==> src/rtl/rxa_pkg.sv <==
package rxa_pkg;
  localparam logic [1:0] ST_EMPTY   = 2'd0;
  localparam logic [1:0] ST_LOADED  = 2'd1;
  localparam logic [1:0] ST_PENDING = 2'd2;

  localparam int PRE_LEN     = 8;
  localparam int FCS_LEN     = 4;
  localparam int OVH_LEN     = PRE_LEN + FCS_LEN;
  localparam int MIN_PAYLOAD = 60;

  localparam logic [7:0] PRE_BYTE = 8'h55;
  localparam logic [7:0] SFD_BYTE = 8'hD5;

  typedef enum logic [2:0] {
    FS_IDLE, FS_RECV, FS_DROP, FS_PAD, FS_FCS, FS_PRE
  } fsm_e;

  function automatic logic [31:0] crc32_step(input logic [31:0] c_in, input logic [7:0] d);
    logic [31:0] c;
    c = c_in ^ {24'h0, d};
    for (int b = 0; b < 8; b++) begin
      c = c[0] ? ((c >> 1) ^ 32'hEDB88320) : (c >> 1);
    end
    return c;
  endfunction
endpackage

==> src/rtl/rxa_crc32.sv <==
module rxa_crc32 (
  input  logic        clk_i,
  input  logic        rst_ni,
  input  logic        init_i,
  input  logic        en_i,
  input  logic [7:0]  byte_i,
  output logic [31:0] fcs_o
);
  import rxa_pkg::*;

  logic [31:0] crc_q;

  always_ff @(posedge clk_i or negedge rst_ni) begin
    if (!rst_ni)   crc_q <= '1;
    else if (en_i) crc_q <= crc32_step(init_i ? 32'hFFFF_FFFF : crc_q, byte_i);
  end

  assign fcs_o = ~crc_q;
endmodule

==> src/rtl/rxa_slot_regs.sv <==
module rxa_slot_regs #(
  parameter int BUF_BYTES = 2048,
  localparam int CNT_W    = $clog2(BUF_BYTES + 1)
) (
  input  logic                  clk_i,
  input  logic                  rst_ni,
  input  logic                  host_wr_i,
  input  logic                  host_slot_i,
  input  logic [1:0]            host_state_i,
  input  logic                  commit_i,
  input  logic                  commit_slot_i,
  input  logic [CNT_W-1:0]      commit_cnt_i,
  output logic [1:0][1:0]       st_o,
  output logic [1:0][CNT_W-1:0] cnt_o,
  output logic                  sel_valid_o,
  output logic                  sel_slot_o,
  output logic                  irq_o
);
  import rxa_pkg::*;

  localparam logic [CNT_W-1:0] MIN_FRAME_C = CNT_W'(MIN_PAYLOAD + OVH_LEN);
  localparam logic [CNT_W-1:0] MAX_FRAME_C = CNT_W'(BUF_BYTES);

  logic [1:0][1:0]       st_q;
  logic [1:0][CNT_W-1:0] cnt_q;

  for (genvar g = 0; g < 2; g++) begin : g_slot
    logic take;
    logic hwr;
    assign take = commit_i && (commit_slot_i == 1'(g)) && (st_q[g] == ST_LOADED);
    assign hwr  = host_wr_i && (host_slot_i == 1'(g));

    always_ff @(posedge clk_i or negedge rst_ni) begin
      if (!rst_ni) begin
        st_q[g]  <= ST_EMPTY;
        cnt_q[g] <= '0;
      end else if (take) begin
        st_q[g]  <= ST_PENDING;
        cnt_q[g] <= commit_cnt_i;
      end else if (hwr) begin
        st_q[g]  <= host_state_i;
      end
    end


    pend_from_loaded_chk: assert property (@(posedge clk_i) disable iff (!rst_ni)
      (st_q[g] == ST_PENDING && $past(st_q[g]) != ST_PENDING && !$past(hwr))
        |-> $past(st_q[g]) == ST_LOADED);


    count_range_chk: assert property (@(posedge clk_i) disable iff (!rst_ni)
      (st_q[g] == ST_PENDING && $past(st_q[g]) != ST_PENDING && !$past(hwr))
        |-> (cnt_q[g] >= MIN_FRAME_C && cnt_q[g] <= MAX_FRAME_C));
  end

  assign st_o        = st_q;
  assign cnt_o       = cnt_q;
  assign sel_valid_o = (st_q[0] == ST_LOADED) || (st_q[1] == ST_LOADED);
  assign sel_slot_o  = (st_q[0] != ST_LOADED);
  assign irq_o       = (st_q[0] == ST_PENDING) || (st_q[1] == ST_PENDING);
endmodule

==> src/rtl/rxa_frame_seq.sv <==
module rxa_frame_seq #(
  parameter int BUF_BYTES = 2048,
  localparam int CNT_W    = $clog2(BUF_BYTES + 1),
  localparam int ADDR_W   = $clog2(BUF_BYTES)
) (
  input  logic              clk_i,
  input  logic              rst_ni,
  input  logic              rx_valid_i,
  input  logic              rx_sof_i,
  input  logic              rx_eof_i,
  input  logic [7:0]        rx_data_i,
  input  logic              sel_valid_i,
  input  logic              sel_slot_i,
  input  logic [31:0]       fcs_i,
  output logic              crc_init_o,
  output logic              crc_en_o,
  output logic [7:0]        crc_byte_o,
  output logic              commit_o,
  output logic              commit_slot_o,
  output logic [CNT_W-1:0]  commit_cnt_o,
  output logic              ready_o,
  output logic              buf_we_o,
  output logic              buf_slot_o,
  output logic [ADDR_W-1:0] buf_addr_o,
  output logic [7:0]        buf_data_o
);
  import rxa_pkg::*;

  localparam logic [CNT_W-1:0] MAX_PL_C = CNT_W'(BUF_BYTES - OVH_LEN);
  localparam logic [CNT_W-1:0] MIN_PL_C = CNT_W'(MIN_PAYLOAD);
  localparam logic [CNT_W-1:0] PRE_C    = CNT_W'(PRE_LEN);
  localparam logic [CNT_W-1:0] OVH_C    = CNT_W'(OVH_LEN);

  fsm_e             fsm_q, fsm_d;
  logic [CNT_W-1:0] len_q, len_d;
  logic [2:0]       idx_q, idx_d;
  logic             ovf_q, ovf_d;
  logic             slot_q, slot_d;
  logic             we_d;
  logic [ADDR_W-1:0] addr_d;
  logic [7:0]       data_d;

  always_comb begin
    fsm_d      = fsm_q;
    len_d      = len_q;
    idx_d      = idx_q;
    ovf_d      = ovf_q;
    slot_d     = slot_q;
    we_d       = 1'b0;
    addr_d     = '0;
    data_d     = '0;
    crc_init_o = 1'b0;
    crc_en_o   = 1'b0;
    crc_byte_o = rx_data_i;
    commit_o   = 1'b0;
    unique case (fsm_q)
      FS_IDLE: if (rx_valid_i && rx_sof_i) begin
        if (sel_valid_i) begin
          slot_d     = sel_slot_i;
          we_d       = 1'b1;
          addr_d     = ADDR_W'(PRE_C);
          data_d     = rx_data_i;
          len_d      = CNT_W'(1);
          ovf_d      = 1'b0;
          crc_init_o = 1'b1;
          crc_en_o   = 1'b1;
          fsm_d      = rx_eof_i ? FS_PAD : FS_RECV;
        end else if (!rx_eof_i) begin
          fsm_d = FS_DROP;
        end
      end
      FS_RECV: if (rx_valid_i) begin
        if (len_q >= MAX_PL_C) begin
          ovf_d = 1'b1;
        end else begin
          we_d     = 1'b1;
          addr_d   = ADDR_W'(PRE_C + len_q);
          data_d   = rx_data_i;
          len_d    = len_q + CNT_W'(1);
          crc_en_o = 1'b1;
        end
        if (rx_eof_i) begin
          idx_d = '0;
          if (ovf_d)                fsm_d = FS_IDLE;
          else if (len_d < MIN_PL_C) fsm_d = FS_PAD;
          else                      fsm_d = FS_FCS;
        end
      end
      FS_DROP: if (rx_valid_i && rx_eof_i) fsm_d = FS_IDLE;
      FS_PAD: begin
        we_d       = 1'b1;
        addr_d     = ADDR_W'(PRE_C + len_q);
        crc_byte_o = 8'h00;
        crc_en_o   = 1'b1;
        len_d      = len_q + CNT_W'(1);
        if (len_d == MIN_PL_C) begin
          fsm_d = FS_FCS;
          idx_d = '0;
        end
      end
      FS_FCS: begin
        we_d   = 1'b1;
        addr_d = ADDR_W'(PRE_C + len_q + CNT_W'(idx_q));
        data_d = fcs_i[{idx_q[1:0], 3'b000} +: 8];
        idx_d  = idx_q + 3'd1;
        if (idx_q == 3'(FCS_LEN - 1)) begin
          fsm_d = FS_PRE;
          idx_d = '0;
        end
      end
      FS_PRE: begin
        we_d   = 1'b1;
        addr_d = ADDR_W'(idx_q);
        data_d = (idx_q == 3'(PRE_LEN - 1)) ? SFD_BYTE : PRE_BYTE;
        idx_d  = idx_q + 3'd1;
        if (idx_q == 3'(PRE_LEN - 1)) begin
          commit_o = 1'b1;
          fsm_d    = FS_IDLE;
        end
      end
      default: fsm_d = FS_IDLE;
    endcase
  end

  always_ff @(posedge clk_i or negedge rst_ni) begin
    if (!rst_ni) begin
      fsm_q      <= FS_IDLE;
      len_q      <= '0;
      idx_q      <= '0;
      ovf_q      <= 1'b0;
      slot_q     <= 1'b0;
      buf_we_o   <= 1'b0;
      buf_slot_o <= 1'b0;
      buf_addr_o <= '0;
      buf_data_o <= '0;
    end else begin
      fsm_q      <= fsm_d;
      len_q      <= len_d;
      idx_q      <= idx_d;
      ovf_q      <= ovf_d;
      slot_q     <= slot_d;
      buf_we_o   <= we_d;
      buf_slot_o <= slot_d;
      buf_addr_o <= addr_d;
      buf_data_o <= data_d;
    end
  end

  assign commit_slot_o = slot_q;
  assign commit_cnt_o  = len_q + OVH_C;
  assign ready_o       = (fsm_q == FS_IDLE && sel_valid_i) || fsm_q == FS_RECV || fsm_q == FS_DROP;


  fcs_len_chk: assert property (@(posedge clk_i) disable iff (!rst_ni)
    (fsm_q == FS_FCS && idx_q == 3'(FCS_LEN - 1)) |=> (fsm_q == FS_PRE && buf_we_o));


  sfd_last_chk: assert property (@(posedge clk_i) disable iff (!rst_ni)
    (fsm_q == FS_PRE && idx_q == 3'(PRE_LEN - 1))
      |=> (buf_we_o && buf_data_o == SFD_BYTE && buf_addr_o == ADDR_W'(PRE_LEN - 1) && fsm_q == FS_IDLE));


  ovf_no_commit_chk: assert property (@(posedge clk_i) disable iff (!rst_ni)
    ovf_q |-> !commit_o);


  ready_idle_chk: assert property (@(posedge clk_i) disable iff (!rst_ni)
    (ready_o && fsm_q == FS_IDLE) |-> sel_valid_i);
endmodule

==> src/rtl/rx_frame_assembler.sv <==
module rx_frame_assembler #(
  parameter int BUF_BYTES = 2048
) (
  input  logic                           clk_i,
  input  logic                           rst_ni,
  input  logic                           rx_valid_i,
  input  logic                           rx_sof_i,
  input  logic                           rx_eof_i,
  input  logic [7:0]                     rx_data_i,
  output logic                           ready_o,
  input  logic                           host_wr_i,
  input  logic                           host_slot_i,
  input  logic [1:0]                     host_state_i,
  output logic [1:0]                     slot0_state_o,
  output logic [1:0]                     slot1_state_o,
  output logic [$clog2(BUF_BYTES+1)-1:0] slot0_count_o,
  output logic [$clog2(BUF_BYTES+1)-1:0] slot1_count_o,
  output logic                           irq_o,
  output logic                           buf_we_o,
  output logic                           buf_slot_o,
  output logic [$clog2(BUF_BYTES)-1:0]   buf_addr_o,
  output logic [7:0]                     buf_data_o
);
  localparam int CNT_W = $clog2(BUF_BYTES + 1);

  logic                  crc_init, crc_en;
  logic [7:0]            crc_byte;
  logic [31:0]           fcs;
  logic                  commit, commit_slot;
  logic [CNT_W-1:0]      commit_cnt;
  logic                  sel_valid, sel_slot;
  logic [1:0][1:0]       st;
  logic [1:0][CNT_W-1:0] cnt;

  rxa_crc32 u_crc (
    .clk_i  (clk_i),
    .rst_ni (rst_ni),
    .init_i (crc_init),
    .en_i   (crc_en),
    .byte_i (crc_byte),
    .fcs_o  (fcs)
  );

  rxa_frame_seq #(.BUF_BYTES(BUF_BYTES)) u_seq (
    .clk_i         (clk_i),
    .rst_ni        (rst_ni),
    .rx_valid_i    (rx_valid_i),
    .rx_sof_i      (rx_sof_i),
    .rx_eof_i      (rx_eof_i),
    .rx_data_i     (rx_data_i),
    .sel_valid_i   (sel_valid),
    .sel_slot_i    (sel_slot),
    .fcs_i         (fcs),
    .crc_init_o    (crc_init),
    .crc_en_o      (crc_en),
    .crc_byte_o    (crc_byte),
    .commit_o      (commit),
    .commit_slot_o (commit_slot),
    .commit_cnt_o  (commit_cnt),
    .ready_o       (ready_o),
    .buf_we_o      (buf_we_o),
    .buf_slot_o    (buf_slot_o),
    .buf_addr_o    (buf_addr_o),
    .buf_data_o    (buf_data_o)
  );

  rxa_slot_regs #(.BUF_BYTES(BUF_BYTES)) u_regs (
    .clk_i         (clk_i),
    .rst_ni        (rst_ni),
    .host_wr_i     (host_wr_i),
    .host_slot_i   (host_slot_i),
    .host_state_i  (host_state_i),
    .commit_i      (commit),
    .commit_slot_i (commit_slot),
    .commit_cnt_i  (commit_cnt),
    .st_o          (st),
    .cnt_o         (cnt),
    .sel_valid_o   (sel_valid),
    .sel_slot_o    (sel_slot),
    .irq_o         (irq_o)
  );

  assign slot0_state_o = st[0];
  assign slot1_state_o = st[1];
  assign slot0_count_o = cnt[0];
  assign slot1_count_o = cnt[1];
endmodule

==> config.mk <==
export PLATFORM = sky130hd
export DESIGN_NAME = rx_frame_assembler
export DESIGN_NICKNAME = d
export VERILOG_FILES = /design/src/rtl/rxa_pkg.sv /design/src/rtl/rxa_crc32.sv /design/src/rtl/rxa_slot_regs.sv /design/src/rtl/rxa_frame_seq.sv /design/src/rtl/rx_frame_assembler.sv
export SDC_FILE = /design/constraint.sdc
export NUM_CORES = 1
export LEC_CHECK = 0
export ABC_AREA = 1
export CAP_MARGIN = 20
export CORE_UTILIZATION = 45
export CTS_BUF_LIST = sky130_fd_sc_hd__clkbuf_4 sky130_fd_sc_hd__clkbuf_8
export CTS_CLUSTER_SIZE = 16
export DETAILED_ROUTE_END_ITERATION = 12
export PLACE_DENSITY = 0.65
export SETUP_SLACK_MARGIN = 0.2
export SLEW_MARGIN = 40
export SYNTH_ARGS = -nofsm -noshare
export SYNTH_HDL_FRONTEND = slang
export SYNTH_HIERARCHICAL = 1
export SYNTH_SLANG_ARGS = --single-unit
==> constraint.sdc <==
create_clock -name clk_i -period 7.5 [get_ports clk_i]
set_clock_uncertainty 0.05 [all_clocks]
set_input_delay 2.25 -clock clk_i [delete_from_list [all_inputs] [get_ports clk_i]]
set_output_delay 2.25 -clock clk_i [all_outputs]
set_load 0.005 [all_outputs]
==> impl_metrics.csv <==
group,metric,value,unit
outcome,result_of_the_run,"complete, no violations",
clock_network,cts.sink_count,100,
global_routing,grt_overflow,0,
logic_synthesis,synth_warnings,6,
clock_network,worst_skew_pair.late_latency,0.40,ns
pwr,share_clk_of_total_power,10.9,%
cells_and_area,area_of_all_placed_cells_without_fillers,8060,um^2
cells_and_area,fin_util,52.7,%
pwr,p_seq_share,28.6,%
run,cap_violations,0,
pwr,p_leak,4.04,nW
logic_synthesis,mappedNetlistArea,7100,um^2
logic_synthesis,post_synth_xor_area_fraction,7.96,%
routing,vias,6626,
floorplanning,initial_utilization,46.4,%
logic_synthesis,synth_top_flop_cell,"sky130_fd_sc_hd__dfrtp_1",
worst_setup_path,critPathCaptureType,"flip-flop",
routing,route.detailed.wl_per_inst,15.3,um
routing,ant_nets,0,
worst_setup_path,timing.critical_path.from,"rx_valid_i",
worst_setup_path,worst_setup_endpoint,"u_crc/crc_q[18]",
global_routing,globalRouteMet1Util,32.4,%
cells_and_area,ff_latch_area,2540,um^2
timing,min_period_over_period,65.2,%
floorplanning,dieWidth,128,um
global_routing,grt_start_max_net_pins,86,
timing,tightestPinTransition,0.790,ns
timing,maxSlewViolCount,0,
timing,final_period_minus_worst_setup_slack,4.89,ns
clock_network,cts_inserted_buffers,9,
worst_setup_path,critical_path_arrival,5.18,ns
timing,fin_setup_tns,0,ns
timing,final-setup-viol-count,0,
place,setup_slack_at_placement,2.18,ns
floorplanning,dieArea,16300,um^2
worst_setup_path,cp_data_required_time,7.79,ns
logic_synthesis,post_synth_mux_area_share,0,%
global_routing,grt_most_used_layer,"met2",
worst_setup_path,critPathKind,"in -> reg",
worst_setup_path,r2r_cells,16,
cells_and_area,synthToLayoutAreaGrowth,13.5,%
global_routing,grt_antenna_before_repair,0,
global_routing,grt_pass1_vias,6254,
floorplanning,std_cell_rows,45,
clock_network,cts-root-buf,"sky130_fd_sc_hd__clkbuf_8",
floorplanning,chipHeight,128,um
logic_synthesis,dominant_combinational_cell_family_by_area_after_synthesis,"simple AND/OR/NAND/NOR gates",
worst_setup_path,worst-path-max-fanout,27,
floorplanning,core,15300,um^2
routing,viasPerCell,5.18,
cells_and_area,filler_cell_count,1518,
logic_synthesis,async_reset_ff_share,100,%
timing,final_hold_viol_count,0,
cells_and_area,fin_nets,1095,
place,dp.final_hpwl,14.3,mm
global_routing,grt_use_met3,4.56,%
logic_synthesis,post_synth_fa_ha_maj_area_fraction,2.92,%
clock_network,postCtsResizedCells,0,
routing,postRouteWirelength,19.6,mm
pwr,design_power_total,0.00344,W
cells_and_area,drive_above_1_share,10.5,%
logic_synthesis,synth_cells,1017,
clock_network,htreeDepth,3,
logic_synthesis,post_synth_and_or_nand_nor_area_fraction,35.4,%
cells_and_area,antenna_cells,0,
pwr,power.net_switching,0.00179,W
worst_setup_path,rr_endpoint,"u_crc/crc_q[18]",
clock_network,number_of_buffers_inserted_by_post_cts_setup_repair,0,
global_routing,grt_pass1_wl,32.0,mm
place,gpl.final_weighted_congestion,0.871,
worst_setup_path,reg2reg_setup_slack,3.91,ns
floorplanning,io_pins,68,
cells_and_area,multi_input_comb_area,3910,um^2
logic_synthesis,ys_seq_elements,100,
logic_synthesis,distinct_cell_type_count_after_synthesis,49,
worst_setup_path,origin_of_the_critical_flop_to_flop_path,"u_seq/fsm_q[1]",
worst_hold_path,hold_path_class,"reg -> reg",
clock_network,holdBufCountCts,0,
routing,drcViolationCount,0,
timing,worst_slack,2.61,ns
worst_setup_path,worstSetupStartpointType,"input pin",
logic_synthesis,synth.yosys.seq_area_share,35.8,%
timing,fmax_achieved,0.205,GHz
place,placement.io_buffers,67,
routing,first_iteration_detailed_routing_drc_count,546,
pwr,p_sw_share,52.0,%
pwr,power_frac_comb,60.5,%
logic_synthesis,syn_nets,1050,
clock_network,cts.reportedPaths.clkPinSlew,0.12,ns
logic_synthesis,synth_area_per_cell,6.98,um^2
global_routing,globalRouteMet2Util,42.7,%
global_routing,globalRouteTotalUtil,25.2,%
logic_synthesis,synth_edf_count,0,
timing,max-slew-margin-rel,47.2,%
clock_network,clk_path_buf_depth,2,
pwr,power.density,427,nW/um^2
place,dpl-instance-area,7850,um^2
pwr,power.internal,0.00165,W
timing,grt_setup_unrepaired,"no",
clock_network,cts_tree,"built",
logic_synthesis,synth-compound-area-share,8.79,%
pwr,peakVddDrop,0.222,mV
routing,drt-pass1-iter-count,7,
## per-layer routing
| metal | vias up | part of all wire [%] |
|---|---|---|
| met1 | 3069 | 44 |
| met3 | 34 | 5.5 |
| met5 | - | 0 |
| met4 | 0 | 2.8 |
| met2 | 216 | 48 |
| li1 | 3307 | - |
## critical path: stages
cell	delay, ns
sky130_fd_sc_hd__clkdlybuf4s50_1	0.53
sky130_fd_sc_hd__nand2_1	0.12
sky130_fd_sc_hd__nor2_4	0.64
sky130_fd_sc_hd__inv_2	0.32
sky130_fd_sc_hd__nand3_1	0.19
sky130_fd_sc_hd__nand2_2	0.27
sky130_fd_sc_hd__xor2_2	0.43
sky130_fd_sc_hd__nand2_1	0.09
sky130_fd_sc_hd__nand2_1	0.10
sky130_fd_sc_hd__nand2_1	0.06
sky130_fd_sc_hd__nand3_1	0.08
sky130_fd_sc_hd__nand2_1	0.06
## sequential cells by signal, summed over array words and instances (netlist names)
register / cells
u_crc/crc_q: 32
u_regs/st_o: 4
u_seq/commit_slot_o: 1
u_seq/ovf_q: 1
u_seq/buf_addr_o: 11
u_seq/idx_q: 3
u_seq/buf_we_o: 1
u_seq/buf_data_o: 8
u_seq/fsm_q: 3
u_seq/len_q: 12
u_regs/cnt_o: 24
## worst min-delay path by stage
stage                      from               end  slack, ns  cells after the start
6_report        u_crc/crc_q[21]   u_crc/crc_q[21]       0.43                      2
5_1_grt         u_crc/crc_q[21]   u_crc/crc_q[21]       0.43                      2
4_1_cts         u_crc/crc_q[21]   u_crc/crc_q[21]       0.43                      2
3_5_place_dp    u_regs/cnt_o[8]   u_regs/cnt_o[8]       0.41                      2
3_3_place_gp   u_regs/cnt_o[17]  u_regs/cnt_o[17]       0.41                      2
2_1_floorplan   u_crc/crc_q[19]   u_crc/crc_q[19]       0.40                      2
## cell families (layout without fill, tap and decap cells)
kind of cell / after synthesis / in the layout
flops: 100 / 100
buf+inv: 151 / 201
xor+xnor: 59 / 59
fa+ha+maj: 16 / 16
simple gates: 583 / 583
compound gates: 108 / 108
## cell type report
| class | count | area share [%] |
|---|---|---|
| tap | 211 | 3.27 |
| inverter | 115 | 5.38 |
| sequential | 100 | 31.5 |
| multi-input combinational | 766 | 48.5 |
| clock inverter | 7 | 1.10 |
| timing repair buffer | 70 | 8.64 |
| clock buffer | 9 | 1.54 |
## power by group through the flow
stage	combinational (W)	clock [W]	sequential, W
3_5_place_dp	0.00205	0	0.000990
3_3_place_gp	0.00203	0	0.000990
5_1_grt	0.00234	0.000409	0.00101
4_1_cts	0.00206	0.000390	0.000982
6_report	0.00208	0.000374	0.000986
2_1_floorplan	0.00159	0	0.000901
## placed cells by master (no fill, tap or decap), drive strengths merged, types with 4 or more instances in the layout
| cell | instances |
|---|---|
| xnor2 | 8 |
| nor2 | 91 |
| dfrtp | 68 |
| o21ai | 57 |
| ha | 15 |
| clkdlybuf4s50 | 66 |
| xor2 | 51 |
| nand2 | 370 |
| clkinv | 4 |
| nand3 | 108 |
| o22ai | 10 |
| nand4 | 4 |
| inv | 118 |
| a31oi | 11 |
| dfstp | 32 |
| clkbuf | 10 |
| a21oi | 14 |
## cell usage after synthesis, types with 2 or more instances
cell type	instances	share of area, %
sky130_fd_sc_hd__nand2_1	355	19
sky130_fd_sc_hd__nand3_1	105	7.4
sky130_fd_sc_hd__inv_1	95	5.0
sky130_fd_sc_hd__nor2_1	76	4.0
sky130_fd_sc_hd__dfrtp_1	68	24
sky130_fd_sc_hd__xor2_1	47	5.8
sky130_fd_sc_hd__o21ai_0	43	3.0
sky130_fd_sc_hd__dfstp_2	32	12
sky130_fd_sc_hd__inv_2	18	0.95
sky130_fd_sc_hd__ha_1	15	2.6
sky130_fd_sc_hd__a21oi_1	14	0.99
sky130_fd_sc_hd__o21ai_1	14	0.99
sky130_fd_sc_hd__clkbuf_1	13	0.69
sky130_fd_sc_hd__nand2_2	12	1.1
sky130_fd_sc_hd__a31oi_1	11	0.97
sky130_fd_sc_hd__o22ai_1	10	0.88
sky130_fd_sc_hd__nor2_4	9	1.4
sky130_fd_sc_hd__buf_2	8	0.56
sky130_fd_sc_hd__buf_4	8	0.85
sky130_fd_sc_hd__xnor2_1	7	0.86
sky130_fd_sc_hd__nor2_2	6	0.53
sky130_fd_sc_hd__buf_6	5	0.79
sky130_fd_sc_hd__nand4_1	4	0.35
sky130_fd_sc_hd__nand2_4	3	0.48
sky130_fd_sc_hd__nand3b_1	3	0.32
sky130_fd_sc_hd__nor3_1	3	0.21
sky130_fd_sc_hd__o211ai_1	3	0.32
sky130_fd_sc_hd__o221ai_1	3	0.37
sky130_fd_sc_hd__xor2_2	3	0.69
sky130_fd_sc_hd__buf_1	2	0.11
sky130_fd_sc_hd__nand3_2	2	0.28
sky130_fd_sc_hd__o21bai_1	2	0.21
sky130_fd_sc_hd__o32ai_1	2	0.25
## metrics by stage
step	cells	hold slack, ns
2_1_floorplan	1017	0.398
3_3_place_gp	1262	0.406
3_5_place_dp	1262	0.410
4_1_cts	1278	0.428
5_1_grt	1278	0.432
6_report	1278	0.426
Power figures use the tool's default switching activity.
